## config.mk

```make
export PLATFORM = sky130hd
export DESIGN_NAME = spare_remap
export DESIGN_NICKNAME = d
export VERILOG_FILES = /design/src/rtl/spare_remap_pkg.sv /design/src/rtl/spare_remap_pick.sv /design/src/rtl/spare_remap_steer.sv /design/src/rtl/spare_remap.sv
export SDC_FILE = /design/constraint.sdc
export NUM_CORES = 1
export LEC_CHECK = 0
export ABC_AREA = 1
export BUFFER_PORTS_ARGS = -buffer_cell sky130_fd_sc_hd__buf_2
export CORE_MARGIN = 8
export CORE_UTILIZATION = 45
export DETAILED_ROUTE_END_ITERATION = 10
export PLACE_DENSITY = 0.6
export SYNTH_ARGS = -nofsm -noshare
export SYNTH_HDL_FRONTEND = slang
export SYNTH_SLANG_ARGS = --single-unit
```

## constraint.sdc

```tcl
create_clock -name clk -period 41.3 [get_ports clk]
set_input_delay 10.325 -clock clk [delete_from_list [all_inputs] [get_ports clk]]
set_output_delay 10.325 -clock clk [all_outputs]
set_load 0.02 [all_outputs]
```

## src/rtl/spare_remap_pkg.sv

```systemverilog
package spare_remap_pkg;

    typedef enum logic [1:0] {
        CS_SPARE  = 2'd0,
        CS_ACTIVE = 2'd1,
        CS_FAILED = 2'd2,
        CS_REUSED = 2'd3
    } cell_st_e;

    function automatic int grid_dist(input int a, input int b, input int cols);
        int ra, ca, rb, cb, dr, dc;
        ra = a / cols;
        ca = a % cols;
        rb = b / cols;
        cb = b % cols;
        dr = (ra > rb) ? ra - rb : rb - ra;
        dc = (ca > cb) ? ca - cb : cb - ca;
        return dr + dc;
    endfunction

endpackage

```

## src/rtl/spare_remap_pick.sv

```systemverilog
module spare_remap_pick
    import spare_remap_pkg::*;
#(
    parameter int NCELL = 6,
    parameter int COLS  = 3,
    parameter int CIW   = 3
) (
    input  logic [NCELL-1:0] reuse_mask,
    input  logic [NCELL-1:0] spare_mask,
    input  logic [CIW-1:0]   origin,
    output logic             found,
    output logic             is_reuse,
    output logic [CIW-1:0]   pick
);

    // nearest set bit; scan ascending with strict compare so ties keep the lower index
    function automatic logic [CIW:0] nearest(input logic [NCELL-1:0] m, input int org);
        logic hit;
        int   best_d;
        int   best_k;
        int   d;
        hit    = 1'b0;
        best_d = 0;
        best_k = 0;
        for (int k = 0; k < NCELL; k++) begin
            d = grid_dist(k, org, COLS);
            if (m[k] && (!hit || d < best_d)) begin
                hit    = 1'b1;
                best_d = d;
                best_k = k;
            end
        end
        return {hit, CIW'(best_k)};
    endfunction

    logic [CIW:0] reuse_res;
    logic [CIW:0] spare_res;

    always_comb begin
        reuse_res = nearest(reuse_mask, int'(origin));
        spare_res = nearest(spare_mask, int'(origin));
        is_reuse  = reuse_res[CIW];
        found     = reuse_res[CIW] | spare_res[CIW];
        pick      = reuse_res[CIW] ? reuse_res[CIW-1:0] : spare_res[CIW-1:0];
    end

endmodule

```

## src/rtl/spare_remap_steer.sv

```systemverilog
module spare_remap_steer #(
    parameter int NROLE = 3,
    parameter int NCELL = 6,
    parameter int DW    = 8,
    parameter int CIW   = 3
) (
    input  logic [NROLE*CIW-1:0] map_i,
    input  logic [NROLE-1:0]     live_i,
    input  logic [NROLE*DW-1:0]  role_din,
    input  logic [NCELL*DW-1:0]  cell_dout,
    output logic [NCELL*DW-1:0]  cell_din,
    output logic [NROLE*DW-1:0]  role_dout
);

    always_comb begin
        cell_din  = '0;
        role_dout = '0;
        for (int r = 0; r < NROLE; r++) begin
            int idx;
            idx = int'(map_i[r*CIW +: CIW]);
            if (live_i[r] && idx < NCELL) begin
                cell_din[idx*DW +: DW] = role_din[r*DW +: DW];
                role_dout[r*DW +: DW]  = cell_dout[idx*DW +: DW];
            end
        end
    end

endmodule

```

## src/rtl/spare_remap.sv

```systemverilog
module spare_remap
    import spare_remap_pkg::*;
#(
    parameter int ROWS  = 2,
    parameter int COLS  = 3,
    parameter int NROLE = 3,
    parameter int DW    = 8
) (
    input  logic                       clk,
    input  logic                       rst_n,
    input  logic [ROWS*COLS-1:0]       fault_i,
    input  logic [NROLE*ROWS*COLS-1:0] match_i,
    input  logic [NROLE*DW-1:0]        role_din,
    input  logic [ROWS*COLS*DW-1:0]    cell_dout,
    output logic [ROWS*COLS*DW-1:0]    cell_din,
    output logic [NROLE*DW-1:0]        role_dout,
    output logic [NROLE*$clog2(ROWS*COLS)-1:0] cell_map_o,
    output logic [NROLE-1:0]           lost_o,
    output logic                       done_o
);

    localparam int NCELL = ROWS * COLS;
    localparam int CIW   = $clog2(NCELL);
    localparam int RIW   = (NROLE > 1) ? $clog2(NROLE) : 1;

    typedef struct packed {
        cell_st_e [NCELL-1:0]          st;
        logic [NROLE-1:0][CIW-1:0]     map;
        logic [NROLE-1:0]              pend;
        logic [NROLE-1:0]              lost;
        logic                          done;
    } state_t;

    function automatic state_t init_state();
        state_t s;
        s = '0;
        for (int k = 0; k < NCELL; k++) s.st[k] = (k < NROLE) ? CS_ACTIVE : CS_SPARE;
        for (int r = 0; r < NROLE; r++) s.map[r] = CIW'(r);
        return s;
    endfunction

    state_t q, d;

    logic             sel_valid;
    logic [RIW-1:0]   sel;
    logic [CIW-1:0]   origin;
    logic [NCELL-1:0] reuse_mask;
    logic [NCELL-1:0] spare_mask;
    logic             cand_found;
    logic             cand_reuse;
    logic [CIW-1:0]   cand;

    // lowest pending role is serviced first
    always_comb begin
        sel_valid = 1'b0;
        sel       = '0;
        for (int r = NROLE - 1; r >= 0; r--) begin
            if (q.pend[r]) begin
                sel_valid = 1'b1;
                sel       = RIW'(r);
            end
        end
        origin = q.map[sel];
        for (int k = 0; k < NCELL; k++) begin
            spare_mask[k] = (q.st[k] == CS_SPARE);
            reuse_mask[k] = (q.st[k] == CS_FAILED) && match_i[int'(sel)*NCELL + k];
        end
    end

    spare_remap_pick #(
        .NCELL(NCELL),
        .COLS (COLS),
        .CIW  (CIW)
    ) u_pick (
        .reuse_mask(reuse_mask),
        .spare_mask(spare_mask),
        .origin    (origin),
        .found     (cand_found),
        .is_reuse  (cand_reuse),
        .pick      (cand)
    );

    always_comb begin
        d      = q;
        d.done = 1'b0;
        if (sel_valid) begin
            d.pend[sel]   = 1'b0;
            d.done        = 1'b1;
            d.st[origin]  = CS_FAILED;
            if (cand_found) begin
                d.map[sel]  = cand;
                d.st[cand]  = cand_reuse ? CS_REUSED : CS_ACTIVE;
            end else begin
                d.lost[sel] = 1'b1;
            end
        end
        // capture new faults; only cells still in the active state raise a move
        for (int r = 0; r < NROLE; r++) begin
            if (!q.lost[r] && !q.pend[r] && !(sel_valid && int'(sel) == r) &&
                q.st[q.map[r]] == CS_ACTIVE && fault_i[q.map[r]]) begin
                d.pend[r] = 1'b1;
            end
        end
    end

    always_ff @(posedge clk) begin
        if (!rst_n) q <= init_state();
        else        q <= d;
    end

    spare_remap_steer #(
        .NROLE(NROLE),
        .NCELL(NCELL),
        .DW   (DW),
        .CIW  (CIW)
    ) u_steer (
        .map_i    (q.map),
        .live_i   (~q.lost),
        .role_din (role_din),
        .cell_dout(cell_dout),
        .cell_din (cell_din),
        .role_dout(role_dout)
    );

    assign cell_map_o = q.map;
    assign lost_o     = q.lost;
    assign done_o     = q.done;

    // ---------------- assertions ----------------
    a_r6_done_has_request: assert property (@(posedge clk) disable iff (!rst_n)
        q.done |-> $past(|q.pend));

    a_r8_table_moves_only_on_done: assert property (@(posedge clk) disable iff (!rst_n)
        (q.map != $past(q.map)) |-> q.done);

    a_r5_spares_never_grow: assert property (@(posedge clk) disable iff (!rst_n)
        $countones(spare_mask) <= $past($countones(spare_mask)));

    for (genvar r = 0; r < NROLE; r++) begin : g_role_chk
        a_r7_lost_role_zero: assert property (@(posedge clk) disable iff (!rst_n)
            q.lost[r] |-> (role_dout[r*DW +: DW] == '0));

        a_r9_live_cell_busy: assert property (@(posedge clk) disable iff (!rst_n)
            !q.lost[r] |-> (q.st[q.map[r]] == CS_ACTIVE || q.st[q.map[r]] == CS_REUSED));

        for (genvar j = r + 1; j < NROLE; j++) begin : g_pair
            a_r9_no_shared_cell: assert property (@(posedge clk) disable iff (!rst_n)
                (!q.lost[r] && !q.lost[j]) |-> (q.map[r] != q.map[j]));
        end
    end

endmodule

```

==> reports/qor.txt, run 1 <==
Crit path required time -> 41460 ps
area share of the largest cell type after synthesis -> 27.57%
via count -> 23921
DIE AREA -> 50390 µm²
post-route setup slack -> 17360 ps
Hold Violations, Final -> 0
Final GP Congestion -> 0.9567
largest net degree at the start of global routing -> 66
number of global-route vias before repair -> 22371
mapped cell area -> 19560 µm²
Initial Utilization -> 45.51%
CP endpoint kind -> register
cts hold-fix bufs -> 0
number of distinct library cells after synthesis -> 59
startpoint types -> input pin
Util after Layout -> 49.97%
CTS resizes -> 0
max incr delay on CP -> 730 ps
post-route ant nets -> 0
commonest non-fill, non-tap cells in the layout -> nand2_1 (723), ha_1 (431), o21ai_0 (411)
worst-case clock skew -> 3.626 ps
DR WL/cell -> 19.68 µm
top cells by area, synth -> ha_1 (28%), nand2_1 (14%), o21ai_0 (11%)
Rows -> 76
Final setup viols -> 0
Worst Path Class, Setup -> in2reg
Root Buffer -> clkbuf_16
register area -> 563.0 µm²
DP Worst Slack -> 17240 ps
Top Layer Used -> met4
GRT Total Usage -> 30.02%
layout cell share with drive strength beyond 1 -> 8.028%
slowest CP cell -> inv_1
I/O Buffers -> 182
sequential element share of the synthesized area -> 2.866%
Max Freq -> 41.76 MHz
CTS buffer count -> 3
Ports -> 183
Core Footprint -> 42980 µm²
Syn. warnings -> 0
Min-Delay Path Class -> reg2reg
clock latency on the worst-skew pair -> 260 ps
Final Max Tran Viols -> 0
DRC Markers -> 0
clk slew on worst S/H paths -> 70 ps
die height -> 224.5 µm
commonest non-fill, non-tap cell in the layout -> nand2_1
cells after synthesis -> 3287
met2 wirelength from detailed routing -> 36.92 mm
most frequent CP cell -> nand2_1
antenna violations before repair -> 0
min cycle time layout -> 23940 ps
M1 WL -> 34.06 mm
multi-input logic area -> 17540 µm²
Via density -> 5.873
DR pass1 iterations -> 6
first-pass GRT wire length -> 122.8 mm
die width -> 224.5 µm
clock sinks -> 28
Rel. slew slack -> 15.93%
Synth Register Bits -> 28
share of flip-flops with an asynchronous set or reset -> 0%
post-DP HPWL -> 66.97 mm
post-CTS setup buffers -> 0
CTS tree -> yes
Fin Setup TNS -> 0 ps
total number of H-tree levels -> 1
Post-synth EDFFs -> 0
Ant. Diodes -> 0
CP max FO -> 50
Post-Route WL -> 80.16 mm
worst-margin pin slew -> 1250 ps
status -> complete, no violations
RSZ-0062 raised after global routing -> false
Initial DRC Count -> 2103
fill count -> 4744
Synth Area per Inst -> 5.951 µm²
Overflow after GRT -> 0
Max Buffers Root-to-Sink -> 2
nets@finish -> 4023
worst endpoint data arrival time -> 24110 ps
Synth-to-Final Area Change -> 9.800%
met3 wire length -> 5.517 mm
Post-synth top flop -> dfxtp_1
Final period util -> 57.98%
max cap viols -> 0
area leader, netlist -> ha_1
==> metal layers <==
layer	vias to the layer above	GRT usage, %
li1	11710	-
met1	11098	37.78
met5	-	0
met2	955	51.86
met4	0	12.51
met3	158	2.866
==> logic make-up (layout without fill, tap and decap cells) <==
logic type / after synthesis / after routing / share of synthesized area [%]
adders and majority gates: 436 / 436 / 28.08
and+or+nand+nor: 1248 / 1248 / 26.65
AOI/OAI and AO/OA: 992 / 992 / 28.20
other: 2 / 96 / 0.03839
buffers and inverters: 475 / 582 / 9.422
DFF: 28 / 28 / 2.866
xor gates and xnor gates: 106 / 106 / 4.746
==> cell type report <==
type                            count  share of cell area [%]
Timing Repair Buffer              220                   5.569
Sequential cell                    28                   2.622
Inverter                          358                   6.257
Clock buffer                        3                  0.3495
Tap cell                          585                   3.408
Clock inverter                      1                  0.1398
Multi-Input combinational cell   2878                   81.65
==> stage by stage <==
step                hold WS, ps  instance area, µm²  std cells
floorplan                 464.7               19910       3381
global placement          490.2               21370       4069
detailed placement        496.3               21370       4069
CTS                       506.6               21480       4073
global route              532.3               21480       4073
finish                    514.8               21480       4073
==> cell usage after synthesis (13+ instances only) <==
| library cell | instances |
|---|---|
| xor2_1 | 78 |
| clkbuf_1 | 93 |
| a211oi_1 | 35 |
| nand4_1 | 44 |
| a21oi_1 | 375 |
| o31ai_1 | 15 |
| o22ai_1 | 13 |
| nor4_1 | 18 |
| inv_1 | 345 |
| o21ai_0 | 412 |
| o221ai_1 | 13 |
| o211ai_1 | 30 |
| ha_1 | 431 |
| nand2_1 | 725 |
| nor3_1 | 42 |
| nor2_1 | 266 |
| nand3_1 | 115 |
| xnor2_1 | 28 |
| a31oi_1 | 21 |
| dfxtp_1 | 28 |
| buf_4 | 13 |
==> final timing paths <==
path                            slack [ps]  endpoint  depth (start not counted)  startpoint
worst max-delay path                 17360     q[17]                         72  match_i[6]
worst min-delay path                   510     q[24]                          2       q[24]
worst max register to register       20740     q[17]                         91    register
worst min register to register         510     q[24]                          2       q[24]
==> worst max-delay path: cells and delay by family <==
kind            cells  cell delay, ps
fa+ha+maj           5            1690
simple gates       43            7520
compound gates     18            2860
buf+inv             6            1610
Power of run 1 is not shown: default switching activity piles up to over one toggle a cycle in this logic, so the estimate is an artifact.
==> inputs of run 2 (changes only) <==
==> constraint.sdc (replaced) <==
create_clock -name clk -period 22.3 [get_ports clk]
set_input_delay 5.575 -clock clk [delete_from_list [all_inputs] [get_ports clk]]
set_output_delay 5.575 -clock clk [all_outputs]
set_load 0.02 [all_outputs]
==> run 2 against run 1 <==
Die area unchanged. Utilization up 0.067 points. Critical endpoint is now q[19]. Sequential share of layout area about the same. Setup slack worse by 14000 ps. Register-to-register slack worse by 17000 ps. Non-clock buffer count up 6. Routed wire length up 0.77%. Flip-flop and latch count unchanged.
==> reports/qor.txt, run 2 (synthesis gave the netlist of run 1 again) <==
Synth-to-Final Area Change -> 9.947%
Worst Path Class, Setup -> in2reg
max incr delay on CP -> 710 ps
Min-Delay Path Class -> reg2reg
Crit path required time -> 22500 ps
max cap viols -> 0
post-CTS setup buffers -> 0
status -> complete, no violations
clock sinks -> 28
CP max FO -> 44
Initial DRC Count -> 2044
post-route ant nets -> 0
clk slew on worst S/H paths -> 70 ps
Final period util -> 86.33%
total number of H-tree levels -> 1
Final Max Tran Viols -> 0
cts hold-fix bufs -> 0
Fin Setup TNS -> 0 ps
Rows -> 76
number of global-route vias before repair -> 22317
Via density -> 5.821
Ant. Diodes -> 0
DRC Markers -> 0
layout cell share with drive strength beyond 1 -> 8.185%
Min-Delay Startpoint -> q[22]
worst-case clock skew -> 8.306 ps
Finished Cell Area -> 21510 µm²
GRT Total Usage -> 30.22%
Initial Utilization -> 45.51%
Max Buffers Root-to-Sink -> 2
Hold Violations, Final -> 0
startpoint types -> input pin
DR pass1 iterations -> 6
RSZ-0062 raised after global routing -> false
clock latency on the worst-skew pair -> 260 ps
Overflow after GRT -> 0
CTS resizes -> 0
first-pass GRT wire length -> 123.9 mm
I/O Buffers -> 182
crit path from -> match_i[6]
fill count -> 4706
worst endpoint data arrival time -> 19450 ps
Area after DPL -> 21420 µm²
die height -> 224.5 µm
Max Freq -> 51.95 MHz
Root Buffer -> clkbuf_16
commonest non-fill, non-tap cell in the layout -> nand2_1
CTS tree -> yes
CTS buffer count -> 3
nets@finish -> 4029
Final GP Congestion -> 0.9746
antenna violations before repair -> 1
Ports -> 183
via count -> 23745
most frequent CP cell -> nand2_1
Core Footprint -> 42980 µm²
post-DP HPWL -> 67.99 mm
largest net degree at the start of global routing -> 59
worst-margin pin slew -> 1068 ps
Rel. slew slack -> 28.83%
Final setup viols -> 0
commonest non-fill, non-tap cells in the layout -> nand2_1 (723), ha_1 (431), o21ai_0 (411)
Post-Route WL -> 80.78 mm
DR WL/cell -> 19.80 µm
slowest CP cell -> inv_1
die width -> 224.5 µm
min cycle time layout -> 19250 ps
DIE AREA -> 50390 µm²
CP endpoint kind -> register
run 2: final timing paths:
kind	cells after the start	endpoint	slack, ps
worst max-delay path	75	q[19]	3050
worst min-delay path	2	q[22]	520
worst max register to register	89	q[19]	3630
worst min register to register	2	q[22]	520
run 2: routing by layer:
layer	wire [µm]	vias to the layer above	track usage, %
met2	37130	896	51.38
met4	3686	0	12.89
met3	4951	155	2.201
met1	35010	10987	38.99
li1	-	11707	-
met5	0	-	0
run 2: area by class of cell:
| type | count | area, µm² | share of cell area [%] |
|---|---|---|---|
| tap | 585 | 732.0 | 3.404 |
| clock buffer | 4 | 88.84 | 0.4131 |
| multi-input combinational | 2878 | 17540 | 81.55 |
| timing repair buffer | 226 | 1241 | 5.771 |
| sequential | 28 | 563.0 | 2.618 |
| inverter | 358 | 1344 | 6.249 |
run 2: critical path, delay by kind of cell:
kind                       cells  cell delay [ps]
AOI/OAI and AO/OA             19             2950
adders and majority gates      5             1630
buffers and inverters          7             1960
and+or+nand+nor               44             7240
run 2: per-stage QoR:
step	util, %	setup slack, ps	std cells	hold slack, ps
6_report	50.03	3049	4079	516.1
5_1_grt	50.03	1931	4079	545.7
4_1_cts	50.03	3280	4079	512.1
3_5_place_dp	49.83	3031	4075	496.4
3_3_place_gp	49.83	3285	4075	493.0
2_1_floorplan	-	5597	3381	464.7
Power of run 2 is left out for the same reason.
==> inputs of run 3 (changes only) <==
--- a/config.mk
+++ b/config.mk
@@ -9,6 +9,7 @@
 export BUFFER_PORTS_ARGS = -buffer_cell sky130_fd_sc_hd__buf_2
 export CORE_MARGIN = 8
 export CORE_UTILIZATION = 45
+export CTS_BUF_LIST = sky130_fd_sc_hd__clkbuf_8
 export DETAILED_ROUTE_END_ITERATION = 10
 export PLACE_DENSITY = 0.6
 export SYNTH_ARGS = -nofsm -noshare
==> run 3 against run 2 <==
Clock skew rose by 3.9 ps. Largest cell class unchanged. Flip-flop and latch count did not move. Final cell count did not move. Global-route usage barely moved.
==> reports/qor.txt, run 3 (synthesis gave the netlist of run 1 again) <==
first-pass GRT wire length -> 123.9 mm
startpoint types -> input pin
die height -> 224.5 µm
Rel. slew slack -> 26.10%
CTS resizes -> 0
die width -> 224.5 µm
Final Max Tran Viols -> 0
Max Buffers Root-to-Sink -> 2
Hold Violations, Final -> 0
Fin Setup TNS -> 0 ps
DR WL/cell -> 19.79 µm
antenna violations before repair -> 1
post-route ant nets -> 0
Post-Route WL -> 80.74 mm
CP max FO -> 44
Root Buffer -> clkbuf_8
via count -> 23808
CP endpoint kind -> register
Initial DRC Count -> 1968
worst endpoint data arrival time -> 19530 ps
max cap viols -> 0
RSZ-0062 raised after global routing -> false
commonest non-fill, non-tap cell in the layout -> nand2_1
Max Freq -> 51.79 MHz
cts hold-fix bufs -> 0
Hold Crit Endpoint -> q[22]
worst-margin pin slew -> 1103 ps
Worst R2R Setup Slack -> 3470 ps
nets@finish -> 4029
min cycle time layout -> 19310 ps
CTS buffer count -> 3
clock latency on the worst-skew pair -> 280 ps
post-CTS setup buffers -> 0
Final setup viols -> 0
Final period util -> 86.59%
DR pass1 iterations -> 5
Crit path required time -> 22520 ps
GRT Total Usage -> 30.21%
Core Footprint -> 42980 µm²
clock sinks -> 28
Synth-to-Final Area Change -> 9.774%
commonest non-fill, non-tap cells in the layout -> nand2_1 (723), ha_1 (431), o21ai_0 (411)
worst-case clock skew -> 12.21 ps
Min-Delay Path Class -> reg2reg
total number of H-tree levels -> 1
fill count -> 4710
FF-to-FF path depth -> 90
slowest CP cell -> inv_1
DIE AREA -> 50390 µm²
Overflow after GRT -> 0
max incr delay on CP -> 720 ps
CTS tree -> yes
post-DP HPWL -> 67.99 mm
Ant. Diodes -> 0
largest net degree at the start of global routing -> 59
Ports -> 183
Rows -> 76
Worst Path Class, Setup -> in2reg
DRC Markers -> 0
crit path from -> match_i[6]
hold depth -> 2
Final GP Congestion -> 0.9746
Min-Delay Startpoint -> q[22]
status -> complete, no violations
number of global-route vias before repair -> 22329
layout cell share with drive strength beyond 1 -> 8.185%
Initial Utilization -> 45.51%
Crit Reg-Reg Endpoint -> q[19]
clk slew on worst S/H paths -> 100 ps
I/O Buffers -> 182
Via density -> 5.837
most frequent CP cell -> nand2_1
-- run 3: routing by layer --
layer,up-vias,routed length [µm],GRT usage [%]
met5,-,0,0
met4,0,3800,13.00
met3,160,5411,2.201
met2,927,37010,51.34
met1,11008,34520,38.95
li1,11713,-,-
-- run 3: per-stage QoR --
step	cells	utilization [%]	hold WS (ps)	setup WS (ps)	cell area, µm²
final	4079	49.96	517.9	2990	21470
after floorplan	3381	-	464.7	5597	19910
after CTS	4079	49.96	517.2	3302	21470
after global placement	4075	49.83	493.0	3285	21420
after global routing	4079	49.96	561.3	1953	21470
after detailed placement	4075	49.83	496.4	3031	21420
-- run 3: cell type report --
type / instances / area (µm²) / share of cell area, %
Timing Repair Buffer: 226 / 1241 / 5.781
Tap cell: 585 / 732.0 / 3.409
Multi-Input combinational cell: 2878 / 17540 / 81.67
Clock buffer: 4 / 55.05 / 0.2564
Inverter: 358 / 1344 / 6.258
Sequential cell: 28 / 563.0 / 2.622
-- run 3: worst max-delay path by stage --
| stage | slack [ps] | cells past startpoint | endpoint |
|---|---|---|---|
| after floorplan | 5600 | 86 | q[21] |
| after global placement | 3290 | 70 | q[19] |
| after detailed placement | 3030 | 76 | q[19] |
| after CTS | 3300 | 74 | q[19] |
| after global routing | 1950 | 73 | q[19] |
| final | 2990 | 76 | q[19] |
-- run 3: critical path, delay by kind of cell --
family / cells / cell delay, ps
AND/OR/NAND/NOR: 41 / 6640
AO/OA/AOI/OAI: 23 / 3660
buffers and inverters: 7 / 1950
adder cells (fa/ha/maj): 5 / 1590
Power of run 3 is left out for the same reason.
